**src/rtl/hexrec_pkg.sv**
```systemverilog
package hexrec_pkg;

    localparam int CHAR_W = 8;
    localparam int BYTE_W = 8;
    localparam int ADDR_W = 16;

    localparam logic [BYTE_W-1:0] TYPE_DATA = 8'h00;
    localparam logic [BYTE_W-1:0] TYPE_EOF  = 8'h01;
    localparam logic [BYTE_W-1:0] TYPE_EXT  = 8'h04;

    typedef enum logic [2:0] {
        S_IDLE, S_LEN, S_AHI, S_ALO, S_TYP, S_DATA, S_CSUM, S_DONE
    } pstate_e;

    typedef enum logic [1:0] {
        E_NONE = 2'd0, E_CHAR = 2'd1, E_SUM = 2'd2, E_TYPE = 2'd3
    } perr_e;

    typedef struct packed {
        logic       is_hex;
        logic [3:0] nib;
        logic       is_colon;
        logic       is_eol;
    } char_cls_t;

    function automatic char_cls_t classify(input logic [CHAR_W-1:0] c);
        char_cls_t r;
        r.is_hex   = 1'b0;
        r.nib      = 4'h0;
        r.is_colon = (c == 8'h3A);
        r.is_eol   = (c == 8'h0D) || (c == 8'h0A);
        if (c >= 8'h30 && c <= 8'h39) begin
            r.is_hex = 1'b1;
            r.nib    = 4'(c - 8'h30);
        end else if (c >= 8'h41 && c <= 8'h46) begin
            r.is_hex = 1'b1;
            r.nib    = 4'(c - 8'h37);
        end else if (c >= 8'h61 && c <= 8'h66) begin
            r.is_hex = 1'b1;
            r.nib    = 4'(c - 8'h57);
        end
        return r;
    endfunction

endpackage

```
**src/rtl/hex_char_class.sv**
```systemverilog
module hex_char_class
    import hexrec_pkg::*;
(
    input  logic [CHAR_W-1:0] ch,
    output char_cls_t         cls
);
    always_comb cls = classify(ch);
endmodule

```
**src/rtl/hex_byte_pair.sv**
```systemverilog
module hex_byte_pair
    import hexrec_pkg::*;
(
    input  logic              clk,
    input  logic              rst,
    input  logic              clr,
    input  logic              nib_vld,
    input  logic [3:0]        nib,
    output logic              byte_vld,
    output logic [BYTE_W-1:0] byte_val
);
    logic       have_hi;
    logic [3:0] hi_q;

    always_ff @(posedge clk) begin
        if (rst || clr) begin
            have_hi <= 1'b0;
            hi_q    <= 4'h0;
        end else if (nib_vld) begin
            have_hi <= ~have_hi;
            if (!have_hi) hi_q <= nib;
        end
    end

    assign byte_vld = nib_vld && have_hi;
    assign byte_val = {hi_q, nib};

    // a completed byte always leaves the pair collector empty
    a_r2_pair_resets: assert property (@(posedge clk) disable iff (rst)
        (byte_vld && !clr) |=> !have_hi);
endmodule

```
**src/rtl/hex_rec_seq.sv**
```systemverilog
module hex_rec_seq
    import hexrec_pkg::*;
(
    input  logic              clk,
    input  logic              rst,
    input  logic              ch_valid,
    input  char_cls_t         cls,
    input  logic              byte_vld,
    input  logic [BYTE_W-1:0] byte_val,
    output logic              busy,
    output logic              out_valid,
    output logic [ADDR_W-1:0] out_addr,
    output logic [BYTE_W-1:0] out_data,
    output logic              eof,
    output logic              done,
    output logic              err,
    output perr_e             err_kind
);
    pstate_e           state;
    logic [BYTE_W-1:0] sum, len, rtype, idx;
    logic [ADDR_W-1:0] base;
    logic [BYTE_W-1:0] sum_nx;

    assign sum_nx = sum + byte_val;
    assign busy   = (state != S_IDLE) && (state != S_DONE);
    assign done   = (state == S_DONE);

    always_ff @(posedge clk) begin
        if (rst) begin
            state     <= S_IDLE;
            sum       <= '0;
            len       <= '0;
            rtype     <= '0;
            idx       <= '0;
            base      <= '0;
            out_valid <= 1'b0;
            out_addr  <= '0;
            out_data  <= '0;
            eof       <= 1'b0;
            err       <= 1'b0;
            err_kind  <= E_NONE;
        end else begin
            out_valid <= 1'b0;
            eof       <= 1'b0;
            err       <= 1'b0;
            err_kind  <= E_NONE;
            if (ch_valid) begin
                case (state)
                    S_DONE: ;
                    S_IDLE: begin
                        if (cls.is_colon) state <= S_LEN;
                        else if (!cls.is_eol) begin
                            err      <= 1'b1;
                            err_kind <= E_CHAR;
                        end
                    end
                    default: begin
                        if (cls.is_colon) begin
                            err      <= 1'b1;
                            err_kind <= E_CHAR;
                            state    <= S_LEN;
                        end else if (!cls.is_hex) begin
                            err      <= 1'b1;
                            err_kind <= E_CHAR;
                            state    <= S_IDLE;
                        end else if (byte_vld) begin
                            case (state)
                                S_LEN: begin
                                    len   <= byte_val;
                                    sum   <= byte_val;
                                    state <= S_AHI;
                                end
                                S_AHI: begin
                                    base[ADDR_W-1:BYTE_W] <= byte_val;
                                    sum   <= sum_nx;
                                    state <= S_ALO;
                                end
                                S_ALO: begin
                                    base[BYTE_W-1:0] <= byte_val;
                                    sum   <= sum_nx;
                                    state <= S_TYP;
                                end
                                S_TYP: begin
                                    rtype <= byte_val;
                                    sum   <= sum_nx;
                                    idx   <= '0;
                                    state <= (len == '0) ? S_CSUM : S_DATA;
                                end
                                S_DATA: begin
                                    if (rtype == TYPE_DATA) begin
                                        out_valid <= 1'b1;
                                        out_data  <= byte_val;
                                        out_addr  <= base + ADDR_W'(idx);
                                    end
                                    sum <= sum_nx;
                                    idx <= idx + 1'b1;
                                    if (idx == len - 1'b1) state <= S_CSUM;
                                end
                                S_CSUM: begin
                                    state <= S_IDLE;
                                    if (sum_nx != '0) begin
                                        err      <= 1'b1;
                                        err_kind <= E_SUM;
                                    end else if (rtype == TYPE_EOF) begin
                                        eof   <= 1'b1;
                                        state <= S_DONE;
                                    end else if (rtype != TYPE_DATA && rtype != TYPE_EXT) begin
                                        err      <= 1'b1;
                                        err_kind <= E_TYPE;
                                    end
                                end
                                default: state <= S_IDLE;
                            endcase
                        end
                    end
                endcase
            end
        end
    end

    a_r7_done_sticky: assert property (@(posedge clk) disable iff (rst)
        done |=> done);
    a_r7_quiet_after_done: assert property (@(posedge clk) disable iff (rst)
        $past(done) |-> (!out_valid && !err && !eof));
    a_r7_eof_with_done: assert property (@(posedge clk) disable iff (rst)
        eof |-> done);
    a_r5_err_has_kind: assert property (@(posedge clk) disable iff (rst)
        err |-> (err_kind != E_NONE));
    a_r3_data_not_with_err: assert property (@(posedge clk) disable iff (rst)
        out_valid |-> (!err && !eof));
    a_r12_idle_strobe_holds: assert property (@(posedge clk) disable iff (rst)
        (!ch_valid && !$past(rst)) |=> $stable(state));
endmodule

```
**src/rtl/hex_record_parser.sv**
```systemverilog
module hex_record_parser
    import hexrec_pkg::*;
(
    input  logic              clk,
    input  logic              rst,
    input  logic              in_valid,
    input  logic [CHAR_W-1:0] in_char,
    output logic              out_valid,
    output logic [ADDR_W-1:0] out_addr,
    output logic [BYTE_W-1:0] out_data,
    output logic              eof,
    output logic              done,
    output logic              err,
    output logic [1:0]        err_kind
);
    char_cls_t         cls;
    logic              busy, byte_vld, nib_vld, pair_clr;
    logic [BYTE_W-1:0] byte_val;
    perr_e             kind;

    hex_char_class u_class (.ch(in_char), .cls(cls));

    assign nib_vld  = in_valid && cls.is_hex && busy;
    assign pair_clr = in_valid && !cls.is_hex;

    hex_byte_pair u_pair (
        .clk(clk), .rst(rst), .clr(pair_clr), .nib_vld(nib_vld), .nib(cls.nib),
        .byte_vld(byte_vld), .byte_val(byte_val)
    );

    hex_rec_seq u_seq (
        .clk(clk), .rst(rst), .ch_valid(in_valid), .cls(cls),
        .byte_vld(byte_vld), .byte_val(byte_val), .busy(busy),
        .out_valid(out_valid), .out_addr(out_addr), .out_data(out_data),
        .eof(eof), .done(done), .err(err), .err_kind(kind)
    );

    assign err_kind = kind;
endmodule

```
**config.mk**
```make
export PLATFORM = sky130hd
export DESIGN_NAME = hex_record_parser
export DESIGN_NICKNAME = d
export VERILOG_FILES = /design/src/rtl/hexrec_pkg.sv /design/src/rtl/hex_char_class.sv /design/src/rtl/hex_byte_pair.sv /design/src/rtl/hex_rec_seq.sv /design/src/rtl/hex_record_parser.sv
export SDC_FILE = /design/constraint.sdc
export NUM_CORES = 1
export LEC_CHECK = 0
export BUFFER_PORTS_ARGS = -buffer_cell sky130_fd_sc_hd__buf_2
export CELL_PAD_IN_SITES_DETAIL_PLACEMENT = 0
export CELL_PAD_IN_SITES_GLOBAL_PLACEMENT = 1
export CORE_AREA = 5 5 109 111
export DETAILED_ROUTE_END_ITERATION = 8
export DIE_AREA = 0 0 114 116
export PLACE_DENSITY = 0.77
export SETUP_SLACK_MARGIN = 0.02
export SLEW_MARGIN = 25
export SYNTH_ARGS = -nofsm -noshare
export SYNTH_HDL_FRONTEND = slang
export SYNTH_SLANG_ARGS = --single-unit
```
**constraint.sdc**
```tcl
create_clock -name clk -period 5.09 [get_ports clk]
set_input_delay 1.018 -clock clk [delete_from_list [all_inputs] [get_ports clk]]
set_output_delay 1.018 -clock clk [all_outputs]
set_load 0.02 [all_outputs]
```
==> metrics <==
PortBufs 40; Slew Limit Fails 0; 1st-iter DRT viols 228; critical path class input pin to register; power per cell area 236 mW/mm^2; Worst EP arrival 4990 ps; Rel. slew slack 0.429; die height 116 um; sequential-to-total area share from yosys stat 0.358; setup violators final 0; H-tree levels 3; crit end category register; unrepaired setup endpoints after global routing false; Async S/R FF share, synth 0; initial antenna violation count 0; synth unique cells 61; Final Hold Viols 0; Clock Power Share 0.426; FP Rows 38; GRT Overall Usage 0.187; first-pass GRT wire length 19800 um; Slowest cell on crit path or4b_4; Worst Path Required 5380 ps; fillers 1078; die area 0.0132 mm^2; Critical Path Source Type input pin; Post-CTS Resized 0; YS warnings 0; Critical path origin in_char[0]; maximum vdd drop 0.135 mV; Hold-fix buffers, CTS 0; Multi-input gate area 0.00287 mm^2; CTS tree built; routed vias 4128; clock transition at the registers of the reported paths 90 ps; top_reg_cell synth dfxtp_1; net switching power 289 uW; setup total negative slack 0 ps; Post-Layout Cell Count 752; Sink Count 85; post-detailed-route count of antenna-violating nets 0; n_diodes 0; WL final 11800 um; Max-Cap Viols 0; fmax 0.213 GHz; gp weighted congestion 0.873; worst slew pin tran 849 ps; share of cells above drive strength 1 0.127; sw frac 0.231; area grow syn2layout 11.5%; Flop pwr share 0.533; synthesized instance count 572; hold_sp u_seq.out_addr[3]$_SDFFE_PP0P_; vias in the first global route 4090; Final min period 4700 ps; total internal power 960 uW; crit path max fanout 5; drt pass-1 iters 4; Buffers & Inverters on Critical Path 3; Critical R2R Launch u_pair.hi_q[1]$_SDFFE_PP0P_; power share of the combinational group 0.042; clock latency on the worst-skew pair 370 ps; Yosys reg bits 85; synthesized net count 606; status finished, final reports clean; Core Region 0.0107 mm^2; number of synthesized flops with an enable pin 0; Post-DP HPWL 8600 um; HP Class register to register; Routed wire per std cell 15.7 um; initial core utilization 0.444; placed insts 736; Seq. cell area 0.00170 mm^2; cell area after synthesis 0.00475 mm^2; Remaining DRCs 0; total grt overflow 0; Clock Skew 8.65 ps; Die W 114 um; I/O pins 41; Clock Path Buffers 2; pin count of the biggest net entering global routing 51; Leak 2.04 nW; crit share post-route 0.924; CTS buffer count 9; worst path cell trace buf_2, inv_1, ha_1, nor3b_1, or4b_4, or2_2, nor3b_1, a211o_1, ha_1, o21ai_0, o21a_1, or3_1, a2111o_1, nor4b_1, buf_4, o21ai_0, a211oi_1; # Post-CTS Setup Buffers 0; largest delay contributor family on the critical path simple AND/OR/NAND/NOR gates; CP peak stage delay 540 ps; Via density 5.49; CTS root buffer clkbuf_8; final net count 641; syn avg cell area 8.30 um^2
sequential cells by signal, summed over array words and instances, names as in the netlist:
signal and count:
u_pair.hi_q 4, u_seq.sum 8, u_seq.base 16, u_seq.out_valid 1
u_seq.rtype 8, u_seq.out_addr 16, u_seq.idx 8, u_seq.len 8
u_seq.out_data 8, u_seq.state 3, u_seq.eof 1, u_pair.have_hi 1
u_seq.err_kind 2, u_seq.err 1
metal layers:
layer	vias to the layer above	GRT usage	routed length, um
met5	-	0	0
met4	0	0.0736	234
met3	18	0.0272	334
met2	61	0.316	5730
met1	1964	0.241	5530
li1	2085	-	-
final timing paths:
| path | depth (start not counted) | slack [ps] | endpoint |
|---|---|---|---|
| setup / recovery | 17 | 390 | u_seq.state[0]$_SDFFE_PP0P_ |
| hold reg to reg | 2 | 450 | u_seq.out_addr[3]$_SDFFE_PP0P_ |
| hold / removal | 2 | 450 | u_seq.out_addr[3]$_SDFFE_PP0P_ |
| setup reg to reg | 9 | 1930 | u_seq.state[0]$_SDFFE_PP0P_ |
layout make-up:
| class | instances | share of cell area |
|---|---|---|
| multi-input cells | 446 | 0.543 |
| clock buffers | 10 | 0.0241 |
| inverters | 15 | 0.0106 |
| repair buffers | 50 | 0.0520 |
| clock inverters | 6 | 0.0165 |
| flip-flops and latches | 85 | 0.321 |
| well taps | 140 | 0.0331 |
placed cells by master, fill, tap and decap left out, types with 3 or more instances in the layout:
cell type	instances
nand2_1	67
xnor2_1	20
ha_1	21
nor4b_1	3
mux2i_1	30
inv_1	15
a311oi_1	4
a21o_1	3
o21bai_1	3
nor3_1	19
nand4_1	5
nand3_1	12
and3_1	8
nor3b_1	6
buf_4	10
o21a_1	4
nor2b_1	11
a31oi_1	4
nand2b_1	11
a211oi_1	18
o21ai_0	16
buf_2	40
a21oi_1	43
xor2_1	15
dfxtp_1	85
clkbuf_8	9
nor2_1	70
or3_1	3
o22ai_1	3
a211o_1	4
nor4_1	7
synth_stat cells, drive strengths merged, types with 4 or more instances:
library cell  number  share of area
a211o              4         0.0074
a211oi            18          0.028
a21oi             43          0.045
a311oi             4         0.0074
a31oi              4         0.0053
and3               8          0.011
buf                6         0.0090
clkbuf            20          0.016
dfxtp             85           0.36
ha                21          0.055
inv               15          0.012
mux2i             30          0.063
nand2             67          0.053
nand2b            11          0.014
nand3             12          0.013
nand4              5         0.0066
nor2              71          0.058
nor2b             11          0.014
nor3              22          0.029
nor3b              6         0.0095
nor4               8          0.012
o21a               4         0.0063
o21ai             17          0.019
or2                4         0.0053
xnor2             20          0.037
xor2              15          0.028
power groups by stage:
| stage | combinational, mW | sequential, mW | clock, mW |
|---|---|---|---|
| floorplan | 0.0317 | 0.682 | 0 |
| global placement | 0.0513 | 0.681 | 0 |
| detailed placement | 0.0519 | 0.681 | 0 |
| CTS | 0.0522 | 0.666 | 0.548 |
| global route | 0.0574 | 0.666 | 0.570 |
| finish | 0.0518 | 0.666 | 0.531 |
stage by stage:
| stage | area, um^2 | util | hold WS (ps) | power [mW] | setup slack (ps) |
|---|---|---|---|---|---|
| after global placement | 5080 | 0.475 | 437 | 0.733 | 75.9 |
| after CTS | 5300 | 0.495 | 455 | 1.27 | 386 |
| final | 5300 | 0.495 | 453 | 1.25 | 386 |
| after floorplan | 4750 | - | 432 | 0.714 | 311 |
| after global routing | 5300 | 0.495 | 475 | 1.29 | 124 |
| after detailed placement | 5080 | 0.475 | 443 | 0.733 | 13.5 |
cell families (layout without fill, tap and decap cells):
logic type                 Yosys count  after routing  share of synthesized area
and+or+nand+nor                    241            241                      0.254
AOI/OAI and AO/OA                  116            116                      0.158
DFF                                 85             85                      0.358
buffers and inverters               41             81                     0.0366
xor gates and xnor gates            35             35                     0.0645
muxes                               31             31                     0.0656
adders and majority gates           23             23                     0.0638
worst register-to-register path, stage by stage (launching register included):
cell,delay (ps)
dfxtp_1,680
ha_1,280
inv_1,80
o31a_1,330
or3_1,360
a2111o_1,450
nor4b_1,400
buf_4,200
o21ai_0,80
a211oi_1,220
(Power assumes the default switching activity.)
